### src/rtl/dec_branch_pkg.sv
package dec_branch_pkg;
  typedef enum logic [1:0] {
    BK_NONE = 2'd0,
    BK_EQ   = 2'd1,
    BK_NE   = 2'd2
  } br_kind_e;

  localparam int OFFSET_SHIFT = 2;
endpackage

### src/rtl/dec_branch_kind.sv
module dec_branch_kind
  import dec_branch_pkg::*;
(
  input  logic     sel_eq,
  input  logic     sel_ne,
  output br_kind_e kind
);
  always_comb begin
    unique case ({sel_ne, sel_eq})
      2'b01:   kind = BK_EQ;
      2'b10:   kind = BK_NE;
      default: kind = BK_NONE;
    endcase
  end
endmodule

### src/rtl/dec_branch_target.sv
module dec_branch_target
  import dec_branch_pkg::*;
#(
  parameter int XLEN = 32
) (
  input  logic [XLEN-1:0] seq_pc,
  input  logic [XLEN-1:0] offset_ext,
  output logic [XLEN-1:0] target_pc
);
  logic [XLEN-1:0] byte_off;

  assign byte_off  = {offset_ext[XLEN-1-OFFSET_SHIFT:0], {OFFSET_SHIFT{1'b0}}};
  assign target_pc = seq_pc + byte_off;
endmodule

### src/rtl/dec_branch_cmp.sv
module dec_branch_cmp
  import dec_branch_pkg::*;
#(
  parameter int XLEN = 32
) (
  input  logic [XLEN-1:0] reg_a,
  input  logic [XLEN-1:0] reg_b,
  input  br_kind_e        kind,
  output logic            take
);
  logic same;

  assign same = (reg_a == reg_b);

  always_comb begin
    unique case (kind)
      BK_EQ:   take = same;
      BK_NE:   take = ~same;
      default: take = 1'b0;
    endcase
  end
endmodule

### src/rtl/dec_branch_evcnt.sv
module dec_branch_evcnt #(
  parameter int CNT_W = 16
) (
  input  logic             clk,
  input  logic             rst,
  input  logic             bump,
  output logic [CNT_W-1:0] count
);
  localparam logic [CNT_W-1:0] ONE = CNT_W'(1);

  always_ff @(posedge clk) begin
    if (rst)       count <= '0;
    else if (bump) count <= count + ONE;
  end
endmodule

### src/rtl/dec_branch_unit.sv
module dec_branch_unit
  import dec_branch_pkg::*;
#(
  parameter int XLEN  = 32,
  parameter int CNT_W = 16
) (
  input  logic             clk,
  input  logic             rst,
  input  logic [XLEN-1:0]  seq_pc,
  input  logic [XLEN-1:0]  offset_ext,
  input  logic [XLEN-1:0]  reg_a,
  input  logic [XLEN-1:0]  reg_b,
  input  logic             sel_eq,
  input  logic             sel_ne,
  input  logic             opnd_ready,
  output logic             redirect,
  output logic [XLEN-1:0]  next_pc,
  output logic [XLEN-1:0]  target_pc,
  output logic             if_flush,
  output logic [CNT_W-1:0] taken_count,
  output logic [CNT_W-1:0] flush_count
);
  localparam int N_EV = 2;

  br_kind_e   kind;
  logic       take_raw;
  logic       take_ok;
  logic [N_EV-1:0]  ev_bump;
  logic [CNT_W-1:0] ev_count [N_EV];

  dec_branch_kind u_kind (
    .sel_eq (sel_eq),
    .sel_ne (sel_ne),
    .kind   (kind)
  );

  dec_branch_cmp #(.XLEN(XLEN)) u_cmp (
    .reg_a (reg_a),
    .reg_b (reg_b),
    .kind  (kind),
    .take  (take_raw)
  );

  dec_branch_target #(.XLEN(XLEN)) u_tgt (
    .seq_pc     (seq_pc),
    .offset_ext (offset_ext),
    .target_pc  (target_pc)
  );

  // A decision only counts when the operands are valid and reset is released.
  assign take_ok  = take_raw & opnd_ready & ~rst;
  assign redirect = take_ok;
  assign if_flush = take_ok;
  assign next_pc  = take_ok ? target_pc : seq_pc;

  // Event 0: taken branch, event 1: flush cycle
  assign ev_bump[0] = take_ok;
  assign ev_bump[1] = if_flush;

  for (genvar g = 0; g < N_EV; g++) begin : g_ev
    dec_branch_evcnt #(.CNT_W(CNT_W)) u_cnt (
      .clk   (clk),
      .rst   (rst),
      .bump  (ev_bump[g]),
      .count (ev_count[g])
    );
  end

  assign taken_count = ev_count[0];
  assign flush_count = ev_count[1];
endmodule

### config.mk
export PLATFORM = sky130hd
export DESIGN_NAME = dec_branch_unit
export DESIGN_NICKNAME = d
export VERILOG_FILES = /design/src/rtl/dec_branch_pkg.sv /design/src/rtl/dec_branch_kind.sv /design/src/rtl/dec_branch_target.sv /design/src/rtl/dec_branch_cmp.sv /design/src/rtl/dec_branch_evcnt.sv /design/src/rtl/dec_branch_unit.sv
export SDC_FILE = /design/constraint.sdc
export NUM_CORES = 1
export LEC_CHECK = 0
export BUFFER_PORTS_ARGS = -buffer_cell sky130_fd_sc_hd__buf_2
export CAP_MARGIN = 20
export CORE_MARGIN = 10
export CORE_UTILIZATION = 50
export DETAILED_ROUTE_END_ITERATION = 10
export PLACE_DENSITY = 0.9
export SLEW_MARGIN = 10
export SYNTH_ARGS = -nofsm -noshare
export SYNTH_HDL_FRONTEND = slang
export SYNTH_HIERARCHICAL = 1
export SYNTH_SLANG_ARGS = --single-unit
### constraint.sdc
create_clock -name clk -period 6.39 [get_ports clk]
set_clock_uncertainty 0.05 [all_clocks]
set_input_delay 1.278 -clock clk [delete_from_list [all_inputs] [get_ports clk]]
set_output_delay 1.278 -clock clk [all_outputs]
set_load 0.01 [all_outputs]
# Yosys cells after proc, flatten, opt, wreduce, memory -nomap -nowiden
# Cells that the tools add are included.
[op_classes] addsub=3 n_eq_ne=5 n_mux=3 bitwise=4
[ops] op="$add 16x1->16 const B" count=2
[ops] op="$add 32x32->32" count=1
[ops] op="$eq 32x32->1" count=1
[ops] op="$mux 32" count=1
[ops] op="$eq 2x1->1 const B" count=2
[ops] op="$eq 2x2->1 const B" count=2
[ops] op="$pmux 2 s2" count=1
[ops] op="$and 1x1->1" count=2
[ops] op="$not 1->1" count=2
[ops] op="$pmux 1 s2" count=1
[word_totals] reg_bits=32 inputBits=133 out_inout_bits=98 elab_cells=17

# Longest topological paths before layout
[logic_depth] depth_word=7 mapped_depth=12 depth_no_buf=11

# Modules after synthesis
# Netlist, hierarchy kept.
[by_module_without_submodules] mod="dec_branch_target" instances=1 cells_per_inst=237 area_per_inst_um2=1764.2 seq_area_each_um2=0.0
[by_module_without_submodules] mod="dec_branch_evcnt" instances=2 cells_per_inst=83 area_per_inst_um2=757.0 seq_area_each_um2=320.3
[by_module_without_submodules] mod="dec_branch_unit" instances=1 cells_per_inst=38 area_per_inst_um2=534.3 seq_area_each_um2=0.0
[by_module_without_submodules] mod="dec_branch_cmp" instances=1 cells_per_inst=45 area_per_inst_um2=376.6 seq_area_each_um2=0.0
[by_module_without_submodules] mod="dec_branch_kind" instances=1 cells_per_inst=2 area_per_inst_um2=15.0 seq_area_each_um2=0.0

# Least setup slack after synthesis
# OpenSTA, ideal clock, no wires.
[synth_path] kind="in2out" startpoint="in seq_pc[2]" endpoint="out next_pc[26]" t_arrival_ns=3.466 path_slack_ns=1.596 path_stages=11 path_cell_list="ha_1 inv_1 fa_1 nor2b_1 o2111ai_1 a311oi_1 nor2_1 o311ai_4 a41oi_1 xnor2_1 mux2_4"
[synth_via] elab_chain_len=2
[synth_rtl] item="start, declared" line_no="dec_branch_unit.sv:9" rtl="input logic [XLEN-1:0] seq_pc,"
[synth_rtl] item="$add 32x32->32" line_no="dec_branch_target.sv:13" rtl="assign target_pc = seq_pc + byte_off;"
[synth_rtl] item="named net target_pc[26]" line_no="dec_branch_unit.sv:18" rtl="output logic [XLEN-1:0] target_pc,"
[synth_rtl] item="$mux 32" line_no="dec_branch_unit.sv:54" rtl="assign next_pc = take_ok ? target_pc : seq_pc;"
[synth_rtl] item="end, declared" line_no="dec_branch_unit.sv:17" rtl="output logic [XLEN-1:0] next_pc,"
# The timed path passes the listed nets, and every way through them passes these cells.

# Final worst setup path
[layout_path] startpoint="in seq_pc[2]" endpoint="out next_pc[26]"
[layout_via] elab_chain_len=2
[layout_rtl] item="$add 32x32->32" line_no="dec_branch_target.sv:13"
[layout_rtl] item="$mux 32" line_no="dec_branch_unit.sv:54"
# Every way passes these cells.

==> flow_summary.ini <==
[worst_setup_path]
critPathLaunchType = input port
critPathMaxFanout = 3
rr_startpoint = g_ev[0].u_cnt/count[5]
ff2ff_path_depth = 4
worstPathRequired_ns = 5.06
reg2reg_slack_ns = 4.38
worstSetupEndpointType = output pin
critical_path_arrival_ns = 3.96
rr_endpoint = g_ev[0].u_cnt/count[14]
criticalPathCategory = input port to output pin

[grt]
grt_pass1_vias = 4733
track_usage_pct = 21.1
grt_overflow = 0
grt_pass1_wl_um = 22500
antenna_found_initial = 0
grt_start_max_net_pins = 40

[floorplanning]
fp.dieH_um = 112
die_x_um = 112
start_util_pct = 51.2
die-area_um2 = 12500
core-area_um2 = 8220
rows = 33
io_pins = 231

[synthesis]
synth-edff-count = 0
yosysWarnings = 6
synth.avg_cell_area_um2 = 8.61
synthesis.area_um2 = 4200
ys_ff_latch = 32
synthCells = 488
synth_cell_types = 70
synthFlopType = dfxtp_1
synth-async-reset-ratio_pct = 0
yosysSeqAreaShare_pct = 15.2
syn_nets = 653

[layout]
fin_cells = 805
nets = 864
mostFrequentLayoutCell = buf_2
largest_register_ffs = 32
n_antenna_cell = 0
top_regs = g_ev.u_cnt/count: 32 flops
fin_area_um2 = 5430
area_delta_synth_final_pct = 29.1
largest-register = g_ev.u_cnt/count
mostFrequentLayoutCells = buf_2 (228), xnor2_1 (63), nor2_1 (47), dfxtp_1 (32)
utilization_pct = 66.0
drive_gt1_share_pct = 43.7

[route]
met3_length_um = 1230
initialDrtViolationCount = 199
highest_layer = met4
dr.pass1.iters = 5
drc = 0
num_vias = 4460
ant_nets = 0
drt_wl_total_um = 14200
wl_per_cell_um = 17.6
via_per_inst = 5.54
met1_length_um = 5100
met2WireLength_um = 7500

[placed_design]
dp_hpwl_um = 12200
place.gp.congestion = 0.899
io_buffers = 228
place_area_um2 = 5330
dp_cells = 797

[timing]
period_minus_slack_ns = 5.29
finalCritPeriodShare_pct = 82.7
slew_headroom_pct = 54.6
finalHoldViolCount = 0
fin_tns_setup_ns = 0
fmax_mhz = 189
worst_slew_pin_slew_ns = 0.681
slew_viol_final = 0
setup_violations = 0
rsz0062_at_grt = no

[pwr]
power_per_cell_area_nw_per_um2 = 140
p_leak_nw = 2.70
ir_drop_mv = 0.170
p_total_w = 0.000759

[worst_hold_path]
hold_class = register to register
whs_path_depth = 2
min_from = g_ev[0].u_cnt/count[13]
min_to = g_ev[0].u_cnt/count[13]

[cts]
clockBufferDepth = 2
cts_tree = done
clkSinkCount = 32
postCtsSetupBuffers = 0
cts_hold_buf = 0
htreeDepth = 2
cts_resized = 0
cts_buffers = 5
clock_latency_ns = 0.29
cts_root_buf = clkbuf_8
clk_pin_slew_ns = 0.07

[run]
max_cap_violations = 0

[outcome]
status = complete, no violations
[metrics by stage]
| step | setup WS (ns) | hold WS, ns |
|---|---|---|
| 3_3_place_gp | 1.17 | 0.422 |
| 2_1_floorplan | 1.60 | 0.453 |
| 5_1_grt | 0.937 | 0.489 |
| 4_1_cts | 1.10 | 0.457 |
| 3_5_place_dp | 1.12 | 0.447 |
| 6_report | 1.10 | 0.464 |
[cells in the mapped netlist (all sizes together), types with 3 or more instances]
master  instances  area share, %
xnor2          63             13
nor2           48            4.3
mux2           36             12
a21oi          33            4.4
dfxtp          32             15
ha             31            9.2
nand2          31            2.8
nand4          20            4.0
o21ai          19            2.7
inv            17            1.5
xor2           16            3.3
a21o           15            2.7
nand3          14            1.8
clkbuf         13            1.2
nor3           12            1.4
buf            11            2.2
nor4           10            2.5
nor2b           7            1.0
a31oi           4           0.60
and3            4           0.71
nand2b          4           0.60
o21bai          4           0.71
a31o            3           0.63
o21a            3           0.54
o311ai          3            1.5
or3             3           0.57
[critical path: stages]
cell and delay (ns):
buf_2 0.09, ha_1 0.16, inv_1 0.06, fa_1 0.40, nor2b_1 0.19, o2111ai_1 0.18, a311oi_1 0.34, nor2_1 0.15
o311ai_4 0.33, a41oi_1 0.19, xnor2_1 0.18, mux2_4 0.27, buf_2 0.14
[metal layers]
layer	GRT usage [%]	vias to the layer above
met1	20.9	2039
li1	-	2186
met2	40.2	203
met4	7.20	0
met3	6.55	32
met5	0	-
[area by class of cell]
cell class | count | area [um2]
well taps | 105 | 131
multi-input cells | 415 | 3360
flip-flops and latches | 32 | 641
clock inverters | 2 | 10.0
fillers | 670 | 2790
repair buffers | 228 | 1140
clock buffers | 6 | 82.6
inverters | 17 | 63.8
[worst max-delay path by stage]
| stage | start | endpoint | slack [ns] |
|---|---|---|---|
| after detailed placement | reg_b[25] | redirect | 1.12 |
| after global placement | reg_b[13] | if_flush | 1.17 |
| after global routing | seq_pc[2] | next_pc[26] | 0.94 |
| after floorplan | seq_pc[2] | next_pc[26] | 1.60 |
| final | seq_pc[2] | next_pc[26] | 1.10 |
| after CTS | reg_b[25] | redirect | 1.10 |
[where the power goes]
part           switching [W]  total, W  leakage (nW)  internal (W)
logic               0.000216  0.000396          2.39      0.000180
registers        0.000000782  0.000201         0.258      0.000200
clock network      0.0000763  0.000162        0.0510     0.0000858
total               0.000293  0.000759          2.70      0.000466
[logic make-up after synthesis]
family	Yosys count	share of synthesized area, %
AND/OR/NAND/NOR	163	22.2
AO/OA/AOI/OAI	103	18.8
XOR/XNOR	79	16.5
buffers and inverters	41	4.91
multiplexers	38	12.7
adder cells (fa/ha/maj)	32	9.70
flip-flops	32	15.2
Note: power is estimated with default switching activity, not from simulation.
